## src/rtl/hour_pkg.sv

```systemverilog
package hour_pkg;
  localparam int DIGIT_W   = 4;
  localparam int DIGIT_MAX = 9;
  typedef logic [DIGIT_W-1:0] bcd_t;

  localparam bcd_t START12_TENS  = bcd_t'(1);
  localparam bcd_t START12_UNITS = bcd_t'(2);
  localparam bcd_t LAST24_TENS   = bcd_t'(2);
  localparam bcd_t LAST24_UNITS  = bcd_t'(3);
  localparam bcd_t LAST12_UNITS  = bcd_t'(1);
endpackage

```

## src/rtl/bcd_digit.sv

```systemverilog
module bcd_digit #(
  parameter int W    = hour_pkg::DIGIT_W,
  parameter int MAXV = hour_pkg::DIGIT_MAX
) (
  input  logic         clk,
  input  logic         rst_n,
  input  logic         load,
  input  logic [W-1:0] load_val,
  input  logic         inc,
  output logic [W-1:0] q
);
  localparam logic [W-1:0] TOP = W'(MAXV);

  logic [W-1:0] q_nxt;

  always_comb begin
    q_nxt = q;
    if (load)          q_nxt = load_val;
    else if (inc)      q_nxt = (q == TOP) ? '0 : q + 1'b1;
  end

  always_ff @(posedge clk or negedge rst_n) begin
    if (!rst_n) q <= '0;
    else        q <= q_nxt;
  end
endmodule

```

## src/rtl/hour_seq_ctrl.sv

```systemverilog
module hour_seq_ctrl
  import hour_pkg::*;
(
  input  bcd_t tens,
  input  bcd_t units,
  input  logic pm,
  input  logic en,
  input  logic clr,
  input  logic mode_12h,
  output logic load,
  output bcd_t ld_tens,
  output bcd_t ld_units,
  output logic units_inc,
  output logic tens_inc,
  output logic pm_nxt,
  output logic day_tc
);
  localparam bcd_t DMAX = bcd_t'(DIGIT_MAX);

  logic at_last24, at_noon12, at_eleven, bad24, bad12;

  always_comb begin
    at_last24 = (tens == LAST24_TENS) && (units == LAST24_UNITS);
    at_noon12 = (tens == START12_TENS) && (units == START12_UNITS);
    at_eleven = (tens == START12_TENS) && (units == LAST12_UNITS);
    bad24 = (units > DMAX) || (tens > LAST24_TENS) ||
            ((tens == LAST24_TENS) && (units > LAST24_UNITS));
    bad12 = (units > DMAX) || (tens > START12_TENS) ||
            ((tens == START12_TENS) && (units > START12_UNITS)) ||
            ((tens == '0) && (units == '0));
  end

  always_comb begin
    load      = 1'b0;
    ld_tens   = '0;
    ld_units  = '0;
    units_inc = 1'b0;
    pm_nxt    = pm;
    if (clr) begin
      load   = 1'b1;
      pm_nxt = 1'b0;
      if (mode_12h) begin
        ld_tens  = START12_TENS;
        ld_units = START12_UNITS;
      end
    end else if (en) begin
      if (!mode_12h) begin
        pm_nxt = 1'b0;
        if (bad24 || at_last24) load = 1'b1;
        else                    units_inc = 1'b1;
      end else if (bad12) begin
        load     = 1'b1;
        ld_tens  = START12_TENS;
        ld_units = START12_UNITS;
        pm_nxt   = 1'b0;
      end else if (at_noon12) begin
        load     = 1'b1;
        ld_units = bcd_t'(1);
      end else begin
        units_inc = 1'b1;
        if (at_eleven) pm_nxt = ~pm;
      end
    end
  end

  assign tens_inc = units_inc && (units == DMAX);
  assign day_tc   = en && !clr &&
                    ((!mode_12h && at_last24) || (mode_12h && at_eleven && pm));
endmodule

```

## src/rtl/hour_bcd_counter.sv

```systemverilog
module hour_bcd_counter
  import hour_pkg::*;
(
  input  logic       clk,
  input  logic       rst_n,
  input  logic       clr,
  input  logic       en,
  input  logic       mode_12h,
  output logic [3:0] tens,
  output logic [3:0] units,
  output logic       pm,
  output logic       day_tc
);
  logic load, units_inc, tens_inc, pm_nxt;
  bcd_t ld_tens, ld_units;

  hour_seq_ctrl u_ctrl (
    .tens(tens), .units(units), .pm(pm), .en(en), .clr(clr),
    .mode_12h(mode_12h), .load(load), .ld_tens(ld_tens), .ld_units(ld_units),
    .units_inc(units_inc), .tens_inc(tens_inc), .pm_nxt(pm_nxt), .day_tc(day_tc)
  );

  bcd_digit u_units (
    .clk(clk), .rst_n(rst_n), .load(load), .load_val(ld_units),
    .inc(units_inc), .q(units)
  );

  bcd_digit u_tens (
    .clk(clk), .rst_n(rst_n), .load(load), .load_val(ld_tens),
    .inc(tens_inc), .q(tens)
  );

  always_ff @(posedge clk or negedge rst_n) begin
    if (!rst_n) pm <= 1'b0;
    else        pm <= pm_nxt;
  end
endmodule

```

## config.mk

```make
export PLATFORM = sky130hd
export DESIGN_NAME = hour_bcd_counter
export DESIGN_NICKNAME = d
export VERILOG_FILES = /design/src/rtl/hour_pkg.sv /design/src/rtl/bcd_digit.sv /design/src/rtl/hour_seq_ctrl.sv /design/src/rtl/hour_bcd_counter.sv
export SDC_FILE = /design/constraint.sdc
export NUM_CORES = 1
export LEC_CHECK = 0
export CAP_MARGIN = 20
export CORE_MARGIN = 2
export CORE_UTILIZATION = 28
export DETAILED_ROUTE_END_ITERATION = 7
export SYNTH_ARGS = -nofsm -noshare
export SYNTH_HDL_FRONTEND = slang
export SYNTH_SLANG_ARGS = --single-unit
export TNS_END_PERCENT = 50
```

## constraint.sdc

```tcl
create_clock -name clk -period 2.48 [get_ports clk]
set_input_delay 0.372 -clock clk [delete_from_list [all_inputs] [get_ports clk]]
set_output_delay 0.372 -clock clk [all_outputs]
set_load 0.02 [all_outputs]
```

## After elaboration in Yosys (flattened, before gate mapping)

Cells that the tools add are included.

- Add/subtract/negate cells: 2
- Order comparisons: 5
- Equality and inequality tests: 9
- Muxes and demuxes: 35
- Bitwise gates (word level): 1
- Reductions and logical operators: 27

Operators with widths:

| cell | count |
|---|---|
| 2-to-1 mux 4 bit | 13 |
| 2-to-1 mux 1 bit | 21 |
| == test 4 x 2 -> 1 bit (second input constant) | 3 |
| > comparator 4 x 2 -> 1 bit (second input constant) | 3 |
| logical AND 1 bit | 12 |
| adder 4 x 1 -> 4 bit (second input constant) | 2 |
| == test 4 x 1 -> 1 bit (second input constant) | 2 |
| == test 4 bit (second input constant) | 2 |
| zero test 4 bit | 2 |
| logical OR 1 bit | 7 |
| nonzero test 2 bit | 3 |
| > comparator 4 x 1 -> 1 bit (second input constant) | 1 |
| > comparator 4 bit (second input constant) | 1 |
| inequality test 4 x 2 -> 1 bit (second input constant) | 1 |
| inequality test 4 bit (second input constant) | 1 |
| AND reduction 3 bit | 1 |
| zero test 1 bit | 2 |
| 2-to-1 mux 2 bit | 1 |
| inverter 1 bit | 1 |

- Register bits after elaboration: 9
- Input port bits: 5
- Output and inout port bits: 10

## Depth between registers and ports, before layout

- Depth in word-level cells: 11
- Mapped depth: 6

## Hierarchy

From an unflattened synthesis, not the netlist that was laid out.

- Cells, all modules: 89
- Area, all modules: 742.0 um^2

Modules (own cells, without submodules):

| module | instances | cells each | area an instance (um^2) |
|---|---|---|---|
| bcd_digit | 2 | 23 | 211.5 |
| hour_seq_ctrl | 1 | 42 | 294.0 |
| hour_bcd_counter | 1 | 1 | 25.0 |

## Worst setup path after synthesis

Ideal clock, no wire load.

- Kind: flip-flop to output port
- Start point: register u_tens.q[1]
- End point: output port day_tc
- Data arrival time: 1.677 ns
- Data required time: 2.108 ns
- Setup slack: 0.431 ns
- Cell stages (with the launch flop): 6
- Path buffers: 0
- Cells stage by stage: dfrtp_1 -> nor3_1 -> nand4_1 -> nor2_1 -> a31oi_1 -> nor3b_1

- Longest elaborated chain between the ends: 6
- Elaborated cells between the ends (all ways): 9

Ends and longest elaborated chain:

| item | line | source |
|---|---|---|
| start, declared | bcd_digit.sv:10 | `output logic [W-1:0] q` |
| start signal, assigned | bcd_digit.sv:24 | `else q <= q_nxt;` |
| == test 4 x 1 -> 1 bit | hour_seq_ctrl.sv:25 | `at_eleven = (tens == START12_TENS) && (units == LAST12_UNITS);` |
| logical AND 1 bit | hour_seq_ctrl.sv:25 |  |
| logical AND 1 bit (2 in series) | hour_seq_ctrl.sv:68 | `((!mode_12h && at_last24) \|\| (mode_12h && at_eleven && pm));` |
| logical OR 1 bit * | hour_seq_ctrl.sv:68 |  |
| logical AND 1 bit * | hour_seq_ctrl.sv:67 | `assign day_tc = en && !clr &&` |
| end, declared | hour_bcd_counter.sv:12 | `output logic day_tc` |

Mark *: on every way between the ends. The rest lies on a longest branch, timed or not.

## Worst setup path in the final report

- Start point: input port mode_12h
- End point: output port day_tc

- Longest elaborated chain between the ends: 4
- Elaborated cells between the ends (all ways): 6

Ends and longest elaborated chain:

| item | line | source |
|---|---|---|
| start, declared | hour_bcd_counter.sv:8 | `input logic mode_12h,` |
| zero test 1 bit or logical AND 1 bit (tied branches) | -- |  |
| logical AND 1 bit | hour_seq_ctrl.sv:68 |  |
| logical OR 1 bit * | hour_seq_ctrl.sv:68 |  |
| logical AND 1 bit * | hour_seq_ctrl.sv:67 |  |

Marks and branches as above.

==> run_results.csv <==
group,metric,value,unit
global_route,grt_use_met2,22.97,%
place,place.gp.congestion,0.8664,
place,io_buffers,14,
routing,avgRoutedWirePerCell,13.63,um
clock_tree,clk_latency,0.26,ns
final_layout,fillers,247,
worst_setup_path,critical_path_class,"in -> out",
clock_tree,path_clk_slew,0.06,ns
yosys,synth_top_area_share,32.55,%
timing,rsz0062_at_grt,"false",
global_route,grt_max_degree,11,
floorplan,dieWidth,53.71,um
pwr,peakVddDrop,0.0003236,V
final_layout,syn2layout_area_growth,37.97,%
floorplan,dieHeight,53.71,um
global_route,antenna_found_initial,0,
clock_tree,clock_path_buffers,2,
routing,vias_per_cell,5.328,
pwr,p_total,0.5470,mW
final_layout,nNetsFinal,110,
yosys,syn_area,691.9,um^2
worst_setup_path,cp.arrival,1.94,ns
routing,drtIter0Drc,26,
timing,min_period,2.308,ns
worst_hold_path,hold_path_class,"in -> async",
pwr,power.density,573.0,nW/um^2
timing,finalCritPeriodShare,93.05,%
floorplan,ios,15,
yosys,synthFlopType,"dfrtp_1",
clock_tree,h-tree-depth,1,
worst_setup_path,crit_fanout,2,
global_route,grt.busiest_layer,"met2",
yosys,syn_avg_cell_area,8.649,um^2
yosys,synthArstFlopShare,100.0,%
clock_tree,numCtsBuffers,3,
clock_tree,root_buffer,"clkbuf_4",
timing,worst_slew_pin_slew,0.4500,ns
floorplan,dieArea,2885,um^2
worst_setup_path,required,2.11,ns
worst_setup_path,cp_top_family,"buffers and inverters",
flow_run,maxCapViolCount,0,
place,dpl.cell_count,130,
final_layout,drive_above_1_share,21.15,%
floorplan,design.core.area,2410,um^2
pwr,p_leak,0.3884,nW
yosys,synth.distinct_cells,37,
worst_setup_path,crit_path_end_kind,"output pin",
timing,setup_viol,0,
timing,hold_viol_final,0,
yosys,synth_nets,85,
routing,route.vias.total,714,
yosys,synth-seq-cells,9,
worst_setup_path,path_cells,"clkdlybuf4s50_1, or3_1, nor3_1, a31oi_1, nor3b_1, dlygate4sd2_1",
worst_setup_path,cp-start-kind,"primary input",
clock_tree,cts_tree,"done",
routing,antenna_left,0,
global_route,overflow,0,
yosys,ys_seq_area_share,32.55,%
final_layout,antennaDiodeCount,0,
status,status,"completed",
timing,fin_worst_skew,0.002726,ns
timing,tns,0,ns
timing,maxSlewViolCount,0,
routing,remaining_drc_errors,0,
worst_setup_path,cp_num_buf_inv,2,
routing,wirelength,1826,um
global_route,use_met3,3.611,%
worst_setup_path,max_stage_delay,0.41,ns
clock_tree,cts_sinks,9,
global_route,grtUsageMet1,19.28,%
yosys,synth-edff-count,0,
floorplan,start_util,28.71,%
routing,dr.pass1.iters,4,
yosys,syn-instance-count,80,
worst_setup_path,crit_slowest_cell,"clkdlybuf4s50_1",
global_route,grt_pass1_vias,710,
yosys,synth_top_cells_by_area,"dfrtp_1 (33%), nand2_1 (4.9%), a2111oi_4 (4.0%), a21oi_1 (3.6%), a31oi_1 (3.6%)",
floorplan,std_cell_rows,18,
global_route,grt_util_all_layers,15.00,%
yosys,synth_top_area_cell,"dfrtp_1",
timing,slew_headroom,69.97,%
yosys,yosysWarningCount,0,
timing,fmax,433.3,MHz
global_route,grt_pass1_wl,3125,um
place,dp_hpwl,1352,um
final_layout,final_cell_count_no_fill,134,
==> synth_stat cells (2+ instances only) <==
master / count
o21ai_1: 3
o21a_1: 2
dfrtp_1: 9
nand4_1: 4
nor3b_1: 3
a21oi_1: 5
a31oi_1: 4
and3_1: 2
buf_2: 4
nor2_1: 5
nor2b_1: 2
inv_1: 3
nand2_1: 9
nor3_1: 2
==> routing by layer <==
layer  up-vias  wire (um)
li1        349          -
met1       345        846
met2        15        871
met3         5         66
met4         0         41
met5         -          0
==> what timing repair did <==
item	CTS	global route
buffers inserted	0	0
hold buffers	0	0
pin swaps	0	0
endpoints found under the setup margin	1	1
resized for setup	1	1
==> path summary, 6_finish.rpt <==
path / start / end / slack [ns] / cells after the start
max: mode_12h / day_tc / 0.17 / 6
min: rst_n / u_tens.q[3]$_DFFE_PN0P_ / 0.41 / 1
max reg2reg: u_units.q[1]$_DFFE_PN0P_ / u_tens.q[1]$_DFFE_PN0P_ / 0.45 / 6
min reg2reg: pm$_DFFE_PN0P_ / pm$_DFFE_PN0P_ / 0.52 / 2
max in group asynchronous: rst_n / u_tens.q[0]$_DFFE_PN0P_ / 1.77 / 1
min in group clk: pm$_DFFE_PN0P_ / pm$_DFFE_PN0P_ / 0.52 / 2
==> power breakdown <==
part / total [mW] / internal [mW] / switching (mW)
sequential: 0.188 / 0.162 / 0.0253
combinational: 0.243 / 0.111 / 0.133
clock: 0.116 / 0.0622 / 0.0540
==> flip-flops by register name (all words and copies together), names as in the netlist <==
| register | cells |
|---|---|
| u_tens.q | 4 |
| u_units.q | 4 |
| pm | 1 |
==> logic make-up after synthesis <==
family / share of synthesized area [%]
and+or+nand+nor: 28.93
AOI/OAI and AO/OA: 30.38
muxes: 1.447
DFF: 32.55
buffers and inverters: 6.690
==> layout by cell type (no fill, tap or decap), types with 2 or more instances in the layout <==
master	instances
a21oi_1	5
a31oi_1	4
and3_1	2
buf_4	12
clkbuf_4	3
clkdlybuf4s50_1	13
dfrtp_1	9
inv_1	3
nand2_1	9
nand4_1	4
nor2_1	5
nor2b_1	2
nor3_2	2
nor3b_1	3
o21a_1	2
o21ai_1	3
==> stage by stage <==
stage	worst slack [ns]	cell area, um^2	hold WS, ns	util, %
2_1_floorplan	0.4311	691.9	0.07641	-
3_5_place_dp	-0.1454	924.6	0.4994	38.37
4_1_cts	0.1458	949.7	0.4213	39.41
6_report	0.1723	954.7	0.4116	39.62
3_3_place_gp	-0.1397	924.6	0.4896	38.37
5_1_grt	0.04398	954.7	0.4368	39.62
==> area by class of cell <==
type | instances | area (um^2) | area share, %
Tap cell | 30 | 37.54 | 3.932
Multi-Input combinational cell | 62 | 425.4 | 44.56
Inverter | 3 | 11.26 | 1.180
Sequential cell | 9 | 225.2 | 23.59
Clock buffer | 4 | 26.28 | 2.752
Timing Repair Buffer | 26 | 229.0 | 23.98
Power figures use the tool's default switching activity.
